`src/rtl/audio_serial_tx.sv`:
```
module audio_serial_tx #(
  parameter int DEV_MAX = 4,
  parameter int DW = 24,
  localparam int SW = (DEV_MAX > 1) ? $clog2(DEV_MAX) : 1
) (
  input  logic          clk,
  input  logic          rst_n,
  input  logic          master,
  input  logic [1:0]    fmt,
  input  logic [1:0]    wlen,
  input  logic [1:0]    ref_ratio,
  input  logic [SW-1:0] dev_last,
  input  logic [SW-1:0] slot_idx,
  input  logic          ref_clk,
  input  logic          bclk_i,
  input  logic          lrck_i,
  input  logic [DW-1:0] left_i,
  input  logic [DW-1:0] right_i,
  output logic          bclk_o,
  output logic          lrck_o,
  output logic          sdata_o,
  output logic          sdata_oe,
  output logic          load_o
);
  localparam int IW = $clog2(64 * DEV_MAX) + 1;
  localparam int HW = IW - 6;
  localparam logic [1:0] F_LJ = 2'b00, F_I2S = 2'b01, F_TDM = 2'b10, F_RJ = 2'b11;

  logic          ref_q, bclk_q, m_bclk, m_lrck, lr_prev, synced;
  logic [2:0]    div_cnt, div_m1, div_nx;
  logic [IW-1:0] m_cnt, m_cnt_n, frame_m1, idx, idx_n, hlen;
  logic [DW-1:0] hold_l, hold_r, word, shl;
  logic [5:0]    wl;
  logic [IW:0]   pos, wle, idxe, he;
  logic          tdm, evt, m_lr_n, lr_now, start_lvl, start, lr_edge, own, is_left, ok;

  always_comb
    case (ref_ratio)
      2'b00:   div_m1 = 3'd1;
      2'b01:   div_m1 = 3'd3;
      default: div_m1 = 3'd7;
    endcase

  always_comb
    case (wlen)
      2'b00:   wl = 6'd24;
      2'b01:   wl = 6'd20;
      2'b10:   wl = 6'd18;
      default: wl = 6'd16;
    endcase

  assign tdm       = fmt == F_TDM;
  assign div_nx    = (div_cnt >= div_m1) ? 3'd0 : div_cnt + 3'd1;
  assign frame_m1  = tdm ? IW'((int'(dev_last) + 1) * 64 - 1) : IW'(63);
  assign evt       = master ? (tdm ? (~ref_clk & ref_q) : (ref_clk & ~ref_q & (div_nx == 3'd0)))
                            : (bclk_q & ~bclk_i);
  assign m_cnt_n   = (m_cnt >= frame_m1) ? '0 : m_cnt + 1'b1;
  assign m_lr_n    = (fmt == F_I2S) ? (m_cnt_n >= IW'(32)) : (m_cnt_n < IW'(32));
  assign lr_now    = master ? m_lr_n : lrck_i;
  assign start_lvl = fmt != F_I2S;
  assign start     = (lr_now != lr_prev) && (lr_now == start_lvl);
  assign lr_edge   = tdm ? start : (lr_now != lr_prev);
  assign idx_n     = lr_edge ? '0 : (&idx ? idx : idx + 1'b1);
  assign own       = idx_n[IW-1:6] == HW'(slot_idx);
  assign is_left   = tdm ? ~idx_n[5] : (lr_now == start_lvl);
  assign word      = is_left ? (start ? left_i : hold_l) : (start ? right_i : hold_r);
  assign wle       = (IW+1)'(wl);
  assign idxe      = {1'b0, idx_n};
  assign he        = {1'b0, hlen};

  always_comb begin
    pos = idxe;
    ok  = 1'b0;
    case (fmt)
      F_LJ:  ok = idxe < wle;
      F_I2S: begin pos = idxe - 1'b1; ok = (idx_n != '0) && (idxe <= wle); end
      F_TDM: begin pos = (IW+1)'(idx_n[4:0]); ok = own && (pos < wle); end
      F_RJ:  begin pos = idxe + wle - he; ok = (idxe < he) && (idxe + wle >= he); end
      default: ok = 1'b0;
    endcase
  end

  assign shl    = word << pos;
  assign bclk_o = master & m_bclk;
  assign lrck_o = master & m_lrck;

  always_ff @(posedge clk) begin
    if (!rst_n) begin
      ref_q <= 1'b0; bclk_q <= 1'b0; m_bclk <= 1'b0; m_lrck <= 1'b0;
      div_cnt <= '0; m_cnt <= '1; lr_prev <= 1'b0; synced <= 1'b0;
      idx <= '1; hlen <= IW'(32); hold_l <= '0; hold_r <= '0;
      sdata_o <= 1'b0; sdata_oe <= 1'b0; load_o <= 1'b0;
    end else begin
      ref_q  <= ref_clk;
      bclk_q <= bclk_i;
      load_o <= evt & start;
      if (master) begin
        if (tdm) m_bclk <= ref_clk;
        else if (ref_clk & ~ref_q) begin
          div_cnt <= div_nx;
          m_bclk  <= div_nx > (div_m1 >> 1);
        end
      end
      if (evt) begin
        if (master) begin
          m_cnt  <= m_cnt_n;
          m_lrck <= m_lr_n;
        end
        lr_prev <= lr_now;
        idx     <= idx_n;
        if (lr_edge && !tdm) hlen <= &idx ? idx : idx + 1'b1;
        if (start) begin
          synced <= 1'b1;
          hold_l <= left_i;
          hold_r <= right_i;
        end
        sdata_o  <= (synced | start) & ok & shl[DW-1];
        sdata_oe <= (synced | start) & (~tdm | own);
      end
    end
  end

  logic          bo_q, lo_q, chk_seen;
  logic [IW-1:0] chk_n;
  always_ff @(posedge clk) begin
    if (!rst_n) begin
      bo_q <= 1'b0; lo_q <= 1'b0; chk_seen <= 1'b0; chk_n <= '0;
    end else begin
      bo_q <= bclk_o;
      lo_q <= lrck_o;
      if (lrck_o != lo_q) begin
        chk_n    <= '0;
        chk_seen <= 1'b1;
      end else if (bo_q & ~bclk_o) chk_n <= chk_n + 1'b1;
    end
  end

  // R10 stereo half width and R11 time-division pulse width
  p_wclk_width_r10: assert property (@(posedge clk) disable iff (!rst_n)
    (master && chk_seen && (lrck_o != lo_q) && (!tdm || !lrck_o)) |-> (chk_n == IW'(31)));
  p_quiet_r7: assert property (@(posedge clk) disable iff (!rst_n)
    !sdata_oe |-> !sdata_o);
  p_load_pulse_r8: assert property (@(posedge clk) disable iff (!rst_n)
    load_o |=> !load_o);
  p_data_on_fall_r9: assert property (@(posedge clk) disable iff (!rst_n)
    (master && !$stable(sdata_o)) |-> $fell(bclk_o));
endmodule

```
`config.mk`:
```
export PLATFORM = sky130hd
export DESIGN_NAME = audio_serial_tx
export DESIGN_NICKNAME = d
export VERILOG_FILES = /design/src/rtl/audio_serial_tx.sv
export SDC_FILE = /design/constraint.sdc
export NUM_CORES = 1
export LEC_CHECK = 0
export ABC_AREA = 1
export BUFFER_PORTS_ARGS = -buffer_cell sky130_fd_sc_hd__buf_4
export CORE_MARGIN = 2
export CORE_UTILIZATION = 54
export CTS_CLUSTER_DIAMETER = 50
export DETAILED_ROUTE_END_ITERATION = 8
export GPL_ROUTABILITY_DRIVEN = 0
export HOLD_SLACK_MARGIN = 0.02
export PLACE_DENSITY = 0.77
export SLEW_MARGIN = 30
export SYNTH_ARGS = -nofsm -noshare
export SYNTH_HDL_FRONTEND = slang
export SYNTH_SLANG_ARGS = --single-unit
```
`constraint.sdc`:
```
create_clock -name clk -period 5.8 [get_ports clk]
set_input_delay 0.58 -clock clk [delete_from_list [all_inputs] [get_ports clk]]
set_output_delay 0.58 -clock clk [all_outputs]
set_load 0.01 [all_outputs]
```
==> results of run 1 <==
[critical path, delay by kind of cell]
family          cells  cell delay (ns)
fa+ha+maj           4             1.14
xor+xnor            1             0.18
compound gates      7             1.28
buf+inv             6             0.44
simple gates       21             1.80
[worst max path at each step]
stage          startpoint                   end  cells past startpoint
6_report           fmt[1]  sdata_o$_SDFFE_PN0P_                     39
5_1_grt            fmt[1]  sdata_o$_SDFFE_PN0P_                     43
4_1_cts            fmt[1]  sdata_o$_SDFFE_PN0P_                     39
3_5_place_dp       fmt[1]  sdata_o$_SDFFE_PN0P_                     39
3_3_place_gp       fmt[1]  sdata_o$_SDFFE_PN0P_                     39
2_1_floorplan      fmt[0]  sdata_o$_SDFFE_PN0P_                     44
[synthesized netlist by cell type, types with 12 or more instances]
cell type and instances:
a21oi_1 74, clkbuf_1 20, dfxtp_1 87, ha_1 34
inv_1 104, nand2_1 210, nand2_2 12, nand3_1 113
nor2_1 86, o211ai_1 19, o21ai_0 57, xor2_1 14
[flip-flops by register name, indices dropped and copies added (netlist names)]
signal    count
synced        1
m_cnt         9
idx           9
bclk_q        1
m_bclk        1
sdata_o       1
hold_r       24
sdata_oe      1
ref_q         1
div_cnt       3
hlen          9
hold_l       24
load_o        1
lr_prev       1
m_lrck        1
[routing by layer]
layer / up-vias / global-route usage [%]
met1: 2866 / 38.2
met2: 195 / 41.1
met3: 22 / 5.23
met4: 0 / 8.15
li1: 3254 / -
met5: - / 0
[cell usage in the layout, fill, tap and decap left out, types with 4 or more instances in the layout]
cell / count
nand2_1: 210
nand3_1: 113
inv_1: 104
dfxtp_1: 87
nor2_1: 85
buf_4: 75
a21oi_1: 73
o21ai_0: 57
ha_1: 33
o211ai_1: 19
xor2_1: 14
nand2_2: 12
nand4_1: 10
nand3_2: 9
clkbuf_16: 9
o21ai_1: 8
or2_2: 7
inv_2: 6
nor2_2: 6
o31ai_1: 6
a211oi_1: 5
a21o_1: 4
nor3_1: 4
o21ai_2: 4
[report_power, final]
group / internal, mW / switching, mW / leakage, nW
Combinational: 0.351 / 0.644 / 2.70
Sequential: 0.623 / 0.0170 / 0.706
Clock: 0.347 / 0.254 / 0.139
Total: 1.32 / 0.914 / 3.54
[cell families after synthesis]
group,Yosys count,share of synthesized area [%]
AND/OR/NAND/NOR,467,33.9
AO/OA/AOI/OAI,192,17.9
buffers and inverters,152,10.4
flip-flops,87,27.9
adder cells (fa/ha/maj),36,7.45
XOR/XNOR,16,2.24
other,1,0.0600
multiplexers,1,0.180
[timing repair]
item                       4_1_cts  5_1_grt
setup endpoints to repair        0        1
gates resized for setup          0        4
buffers inserted                 0        1
hold buffers                     0        0
[cell type report]
cell class	count	share of cell area, %
Multi-Input combinational cell	713	54.8
Sequential cell	87	24.5
Timing Repair Buffer	75	7.93
Inverter	113	6.01
Clock buffer	12	3.47
Tap cell	143	2.52
Clock inverter	4	0.758
==> flow_summary.json, run 1 <==
{
  "core_mm2": 0.0114,
  "cp-end-kind": "flop",
  "wl_met2_um": 7140,
  "synth_ff_type": "dfxtp_1",
  "outcome": "complete, no violations",
  "timing.rr.end": "sdata_o$_SDFFE_PN0P_",
  "die_h_um": 112,
  "slew_headroom_pct": 41.9,
  "postSynthNetCount": 1052,
  "drt_pass1_iterations": 6,
  "synthDistinctLibCells": 49,
  "cp_data_arrival_time_ns": 5.46,
  "fin_hold_ws_ns": 0.413,
  "crit_slowest_cell": "fa_1",
  "critPathKind": "input port to flop",
  "met1Wirelength_um": 7760,
  "fin_skew_ns": 0.0109,
  "antennaDiodeCount": 0,
  "die_area_mm2": 0.0125,
  "start_kind": "input port",
  "grt_util_all_layers_pct": 26.8,
  "cap_violations": 0,
  "drtIter0Drc": 587,
  "grt_pass1_vias": 5772,
  "met3_length_um": 1010,
  "grt_start_max_net_pins": 66,
  "h-tree-depth": 3,
  "dp_slack_ns": 0.0863,
  "p_leak_nw": 3.54,
  "cts_root_buf": "clkbuf_16",
  "syn-cell-area_mm2": 0.00625,
  "grt_pass1_wl_um": 27600,
  "drive_gt1_share_pct": 14.8,
  "multiInputGateArea_mm2": 0.00389,
  "fin_area_mm2": 0.00710,
  "cp_max_fo": 6,
  "ys_ff_latch": 87,
  "min_delay_path_depth": 3,
  "wl_um": 16200,
  "setup_viol": 0,
  "fp-row-count": 39,
  "min_from": "bclk_i",
  "worstSkewPairLatency_ns": 0.36,
  "finalSetupTns_ns": 0,
  "placed_area_mm2": 0.00677,
  "drcViolationCount": 0,
  "netlist.area_leader.share_pct": 27.9,
  "fmax_mhz": 190,
  "cts_tree": "done",
  "post-route-util_pct": 62.5,
  "power.total_mw": 2.24,
  "crit_top_cell": "nand2_1",
  "highest_layer": "met4",
  "cts.clk_slew.worst_paths_ns": 0.07,
  "vdd_ir_drop_max_v": 0.000217,
  "routedWlPerCell_um": 14.1,
  "syn-instance-count": 952,
  "synth_edf_count": 0,
  "synth_top_cell_by_area": "dfxtp_1",
  "clk_path_buf_depth": 2,
  "yosys_warnings": 0,
  "fp.dieW_um": 112,
  "min_period_over_period_pct": 90.6,
  "start_util_pct": 55.0,
  "power.density_mw_per_mm2": 315,
  "viasPerCell": 5.52,
  "top_level_ports": 69,
  "dp_cells": 1130,
  "fin_cells": 1147,
  "hold_violations": 0,
  "rsz0062_at_grt": "no",
  "hpwl_um": 11300,
  "vias": 6337,
  "slew_viol_final": 0,
  "antenna_found_initial": 0,
  "fin_ws_ns": 0.543,
  "r2r_start": "m_cnt[7]$_SDFFE_PN1P_",
  "min_path_type": "input port to flop",
  "cpPeakStageDelay_ns": 0.40,
  "synth.avg_cell_area_um2": 6.56,
  "synthTopCellsByArea": "dfxtp_1 (28%), nand2_1 (13%), nand3_1 (9.0%)",
  "fill_cells": 1088,
  "tightest_slew_ns": 0.871,
  "io_buffers": 68,
  "cts_buffers": 9,
  "grt-ovfl-total": 0,
  "nets": 1099,
  "seqCellArea_mm2": 0.00174,
  "rr_worst_depth": 35,
  "hold-path-endpoint": "bclk_q$_SDFF_PN0_",
  "seq_area_frac_synth_pct": 27.9,
  "ant_nets": 0,
  "fin_crit_ns": 5.26,
  "cts.sinks": 87,
  "r2r_slack_ns": 0.71,
  "async_flop_share_pct": 0,
  "area_growth_pct": 13.6,
  "required_ns": 6.00
}
Note: power is estimated with default switching activity, not from simulation.
==> run 2: changes to the inputs <==
--- a/config.mk
+++ b/config.mk
@@ -5,15 +5,15 @@
 export SDC_FILE = /design/constraint.sdc
 export NUM_CORES = 1
 export LEC_CHECK = 0
-export ABC_AREA = 1
 export BUFFER_PORTS_ARGS = -buffer_cell sky130_fd_sc_hd__buf_4
+export CORE_ASPECT_RATIO = 0.75
 export CORE_MARGIN = 2
-export CORE_UTILIZATION = 54
+export CORE_UTILIZATION = 55
 export CTS_CLUSTER_DIAMETER = 50
 export DETAILED_ROUTE_END_ITERATION = 8
 export GPL_ROUTABILITY_DRIVEN = 0
 export HOLD_SLACK_MARGIN = 0.02
-export PLACE_DENSITY = 0.77
+export PLACE_DENSITY = 0.78
 export SLEW_MARGIN = 30
 export SYNTH_ARGS = -nofsm -noshare
 export SYNTH_HDL_FRONTEND = slang
==> flow_summary.json, run 2 <==
{
  "cp_max_fo": 4,
  "cts.sinks": 87,
  "postSynthNetCount": 974,
  "top_level_ports": 69,
  "synth_most_common_cell": "nand2_1",
  "async_flop_share_pct": 0,
  "fin_ws_ns": -0.0422,
  "grt_pass1_vias": 6548,
  "clk_path_buf_depth": 2,
  "tightest_slew_ns": 0.788,
  "die_area_mm2": 0.0132,
  "synth-xor-area-share_pct": 1.94,
  "grt-ovfl-total": 0,
  "io_buffers": 68,
  "outcome": "complete, but fails checks",
  "cts_root_buf": "clkbuf_16",
  "muxShareOfSynthArea_pct": 5.96,
  "cap_violations": 0,
  "routedWlPerCell_um": 16.8,
  "start_util_pct": 55.7,
  "fin_area_mm2": 0.00853,
  "nets": 1092,
  "r2r_start": "m_cnt[8]$_SDFFE_PN1P_",
  "fp.dieW_um": 132,
  "cp_data_arrival_time_ns": 6.12,
  "crit_slowest_cell": "or4_4",
  "path_buf_inv": 2,
  "hold_violations": 0,
  "setup_viol": 1,
  "ys_ff_latch": 87,
  "hpwl_um": 14000,
  "required_ns": 6.07,
  "yosys.area_share.simple_pct": 26.2,
  "grt_pass1_wl_um": 31900,
  "r2r_slack_ns": 0,
  "drtIter0Drc": 538,
  "final_common_cell": "nand2_1",
  "slew_headroom_pct": 47.5,
  "synthDistinctLibCells": 89,
  "grt_util_all_layers_pct": 29.4,
  "start_kind": "input port",
  "largestRegisters": "hold_l x24, hold_r x24",
  "critPathKind": "input port to flop",
  "cts_hold_buf": 0,
  "timing.rr.end": "sdata_o$_SDFFE_PN0P_",
  "cpPeakStageDelay_ns": 0.50,
  "cpLargestDelayFamily": "simple AND/OR/NAND/NOR gates",
  "synth_adder_area_share_pct": 6.86,
  "antenna_found_initial": 0,
  "hold-path-endpoint": "bclk_q$_SDFF_PN0_",
  "rr_worst_depth": 28,
  "synth_top_cell_by_area": "dfxtp_1",
  "synth.avg_cell_area_um2": 7.76,
  "synth_compound_area_share_pct": 27.0,
  "p_leak_nw": 3.57,
  "vias": 7048,
  "rsz0062_at_grt": "yes",
  "min_period_over_period_pct": 101,
  "area_growth_pct": 25.7,
  "syn-instance-count": 874,
  "cts_buffers": 9,
  "worstSkewPairLatency_ns": 0.35,
  "min_delay_path_depth": 2,
  "min_from": "bclk_i",
  "synthTopCellsByCount": "nand2_1 (172), dfxtp_1 (87), a21boi_0 (52)",
  "violations": "negative setup slack",
  "synthTopCellsByArea": "dfxtp_1 (26%), nand2_1 (9.5%), ha_1 (6.3%)",
  "fp-row-count": 35,
  "wl_um": 19500,
  "slew_viol_final": 0,
  "fmax_mhz": 171,
  "h-tree-depth": 3,
  "fin_skew_ns": 0.00680,
  "cp-end-kind": "flop",
  "min_path_type": "input port to flop",
  "syn-cell-area_mm2": 0.00678,
  "seq_area_frac_synth_pct": 25.7,
  "netlist.area_leader.share_pct": 25.7,
  "antennaDiodeCount": 0,
  "drive_gt1_share_pct": 25.3,
  "synth_top_family_by_area": "compound AO/OA/AOI/OAI gates",
  "final_cell_mix": "nand2_1 (170), buf_4 (155), dfxtp_1 (86)",
  "power.density_mw_per_mm2": 284,
  "fin_crit_ns": 5.84,
  "placed_area_mm2": 0.00801,
  "drcViolationCount": 0,
  "drt_pass1_iterations": 5,
  "synth_ff_type": "dfxtp_1",
  "synth_edf_count": 0,
  "grt_start_max_net_pins": 89,
  "viasPerCell": 6.06,
  "cts_tree": "done",
  "die_h_um": 100,
  "power.total_mw": 2.42,
  "vdd_ir_drop_max_v": 0.000162,
  "ant_nets": 0,
  "core_mm2": 0.0122,
  "cts.clk_slew.worst_paths_ns": 0.07,
  "yosys_warnings": 0
}
[run 2: cell count changes in the layout (fill, tap and decap cells not counted), sizes merged, moves of 28 or more]
cell    previous run  this run
a21boi             0        52
inv              112        35
a21oi             74        46
o21ai             69        35
buf               75       159
mux2i              0        37
nor2              94        38
nand2            225       173
nand3            124        28
[run 2: worst max path at each step]
| stage | cells past startpoint | start | endpoint | slack (ns) |
|---|---|---|---|---|
| floorplan | 34 | fmt[1] | sdata_o$_SDFFE_PN0P_ | -0.30 |
| global placement | 32 | fmt[0] | sdata_o$_SDFFE_PN0P_ | -0.32 |
| detailed placement | 30 | fmt[0] | sdata_o$_SDFFE_PN0P_ | -0.60 |
| CTS | 32 | fmt[1] | sdata_o$_SDFFE_PN0P_ | -0.02 |
| global route | 33 | fmt[1] | sdata_o$_SDFFE_PN0P_ | -0.25 |
| finish | 30 | fmt[1] | sdata_o$_SDFFE_PN0P_ | -0.04 |
[run 2: where the power goes]
part | leakage, nW | switching, mW | internal (mW)
clock network | 0.152 | 0.277 | 0.353
logic | 2.72 | 0.633 | 0.526
registers | 0.705 | 0.0177 | 0.617
[run 2: cell type report]
cell class / count / area [µm²]
inverter: 32 / 125
timing repair buffer: 159 / 1220
fill: 1009 / 3650
clock buffer: 10 / 239
clock inverter: 6 / 75.1
tap: 166 / 208
sequential: 87 / 1740
multi-input combinational: 703 / 4910
[run 2: routing by layer]
metal,vias to the layer above,global-route usage [%],part of all wire (%)
met5,-,0,0
met4,0,9.59,2.4
met3,48,6.26,7.5
met2,265,45.4,44
met1,3318,41.2,46
li1,3417,-,-
[run 2: logic make-up (layout without fill, tap and decap cells)]
| kind of cell | Yosys count | count (layout) |
|---|---|---|
| AOI/OAI and AO/OA | 250 | 250 |
| and+or+nand+nor | 361 | 361 |
| buffers and inverters | 84 | 207 |
| muxes | 40 | 40 |
| xor gates and xnor gates | 15 | 15 |
| adders and majority gates | 36 | 36 |
| DFF | 87 | 87 |
| other | 1 | 1 |
[run 2: repair_timing]
item / in CTS / in global routing
gates resized for setup: 14 / 20
buffers inserted: 3 / 2
pin swaps: 17 / 20
setup endpoints to repair: 1 / 1
[run 2: metrics by stage]
stage	setup WS, ns	hold WS, ns	cells	TNS [ns]	util [%]
after global routing	-0.250	0.466	1163	-0.250	70.0
final	-0.0422	0.465	1163	-0.0422	70.0
after global placement	-0.325	0.451	1141	-0.325	65.5
after floorplan	-0.297	0.440	874	-0.297	-
after detailed placement	-0.598	0.459	1142	-0.598	65.8
after CTS	-0.0183	0.461	1161	-0.0183	69.1
==> run 3: changes to the inputs <==
--- a/config.mk
+++ b/config.mk
@@ -6,7 +6,6 @@
 export NUM_CORES = 1
 export LEC_CHECK = 0
 export BUFFER_PORTS_ARGS = -buffer_cell sky130_fd_sc_hd__buf_4
-export CORE_ASPECT_RATIO = 0.75
 export CORE_MARGIN = 2
 export CORE_UTILIZATION = 55
 export CTS_CLUSTER_DIAMETER = 50
==> flow_summary.json, run 3 (synthesis gave the netlist of run 2 again) <==
{
  "outcome": "complete, but fails checks",
  "violations": "negative setup slack",
  "antenna_found_initial": 0,
  "start_kind": "input port",
  "tightest_slew_ns": 0.770,
  "post-route-util_pct": 68.9,
  "viasPerCell": 6.08,
  "fp-row-count": 40,
  "critPathKind": "input port to flop",
  "fp.dieW_um": 115,
  "drive_gt1_share_pct": 22.6,
  "largestRegisters": "hold_l x24, hold_r x24",
  "min_period_over_period_pct": 102,
  "nets": 1075,
  "cts_tree": "done",
  "fin_cells": 1127,
  "cts_root_buf": "clkbuf_16",
  "required_ns": 6.08,
  "core_mm2": 0.0120,
  "start_util_pct": 56.5,
  "dp_cells": 1111,
  "power.density_mw_per_mm2": 284,
  "crit_slowest_cell": "or4_1",
  "io_buffers": 68,
  "vdd_ir_drop_max_v": 0.000149,
  "cts_buffers": 9,
  "setup_viol": 1,
  "antennaDiodeCount": 0,
  "worstSkewPairLatency_ns": 0.36,
  "fmax_mhz": 170,
  "cp-end-kind": "flop",
  "routedWlPerCell_um": 16.6,
  "wl_um": 18700,
  "cts.clk_slew.worst_paths_ns": 0.07,
  "hold_violations": 0,
  "hpwl_um": 13500,
  "clk_path_buf_depth": 2,
  "slew_viol_final": 0,
  "area_growth_pct": 22.0,
  "postCtsSetupBuffers": 0,
  "fin_ws_ns": -0.0898,
  "fin_crit_ns": 5.89,
  "grt_pass1_wl_um": 29800,
  "cap_violations": 0,
  "cp_max_fo": 4,
  "p_leak_nw": 3.48,
  "cts_hold_buf": 0,
  "dp_slack_ns": -0.448,
  "grt_pass1_vias": 6301,
  "cts.sinks": 87,
  "drcViolationCount": 0,
  "h-tree-depth": 3,
  "slew_headroom_pct": 48.6,
  "rsz0062_at_grt": "yes",
  "ant_nets": 0,
  "grt-ovfl-total": 0,
  "die_area_mm2": 0.0132,
  "grt_util_all_layers_pct": 28.0,
  "final_common_cell": "nand2_1",
  "min_path_type": "input port to flop",
  "crit_top_cell": "buf_4",
  "die_h_um": 115,
  "drtIter0Drc": 690,
  "finalSetupTns_ns": -0.0898,
  "fin_hold_ws_ns": 0.445,
  "drt_pass1_iterations": 5,
  "top_level_ports": 69,
  "vias": 6851,
  "final_cell_mix": "nand2_1 (170), buf_4 (140), dfxtp_1 (87)",
  "grt_start_max_net_pins": 89,
  "cpPeakStageDelay_ns": 0.55,
  "fin_skew_ns": 0.00678,
  "cp_data_arrival_time_ns": 6.17
}
run 3: metal layers:
layer  track usage, %  wire, µm
met1             36.9      8280
met2             45.2      8430
met3             4.85      1340
met4             12.1       609
met5                0         0
run 3: critical path: cells and delay by family:
| kind | cells | cell delay, ns |
|---|---|---|
| fa+ha+maj | 3 | 0.72 |
| buf+inv | 4 | 0.50 |
| compound gates | 11 | 1.78 |
| mux | 1 | 0.15 |
| simple gates | 12 | 2.44 |
run 3: path summary, 6_finish.rpt:
check / start / to / slack, ns / depth (start not counted)
worst max-delay path: fmt[0] / sdata_o$_SDFFE_PN0P_ / -0.09 / 31
worst min-delay path: bclk_i / bclk_q$_SDFF_PN0_ / 0.44 / 2
worst max register to register: m_cnt[8]$_SDFFE_PN1P_ / sdata_o$_SDFFE_PN0P_ / -0.03 / 28
worst min register to register: hold_l[19]$_SDFFE_PN0P_ / hold_l[19]$_SDFFE_PN0P_ / 0.46 / 2
run 3: cell type report:
type	count	area, µm²
Clock buffer	9	225
Clock inverter	7	86.3
Fill cell	989	3730
Inverter	32	123
Multi-Input combinational cell	703	4820
Sequential cell	87	1740
Tap cell	147	184
Timing Repair Buffer	142	1100
run 3: timing repair:
action                     in CTS  in global routing
resized for setup               1                  8
setup endpoints to repair       1                  1
pin swaps                       2                  4
run 3: power by group:
group / total [mW] / switching [mW] / leakage, nW / internal [mW]
logic: 1.09 / 0.594 / 2.63 / 0.498
registers: 0.635 / 0.0182 / 0.705 / 0.617
clock network: 0.628 / 0.283 / 0.151 / 0.345
run 3: through the flow:
step	power [mW]	instance area, µm²
2_1_floorplan	1.35	6940
3_3_place_gp	1.68	7880
3_5_place_dp	1.69	7920
4_1_cts	2.33	8230
5_1_grt	2.48	8280
6_report	2.35	8280
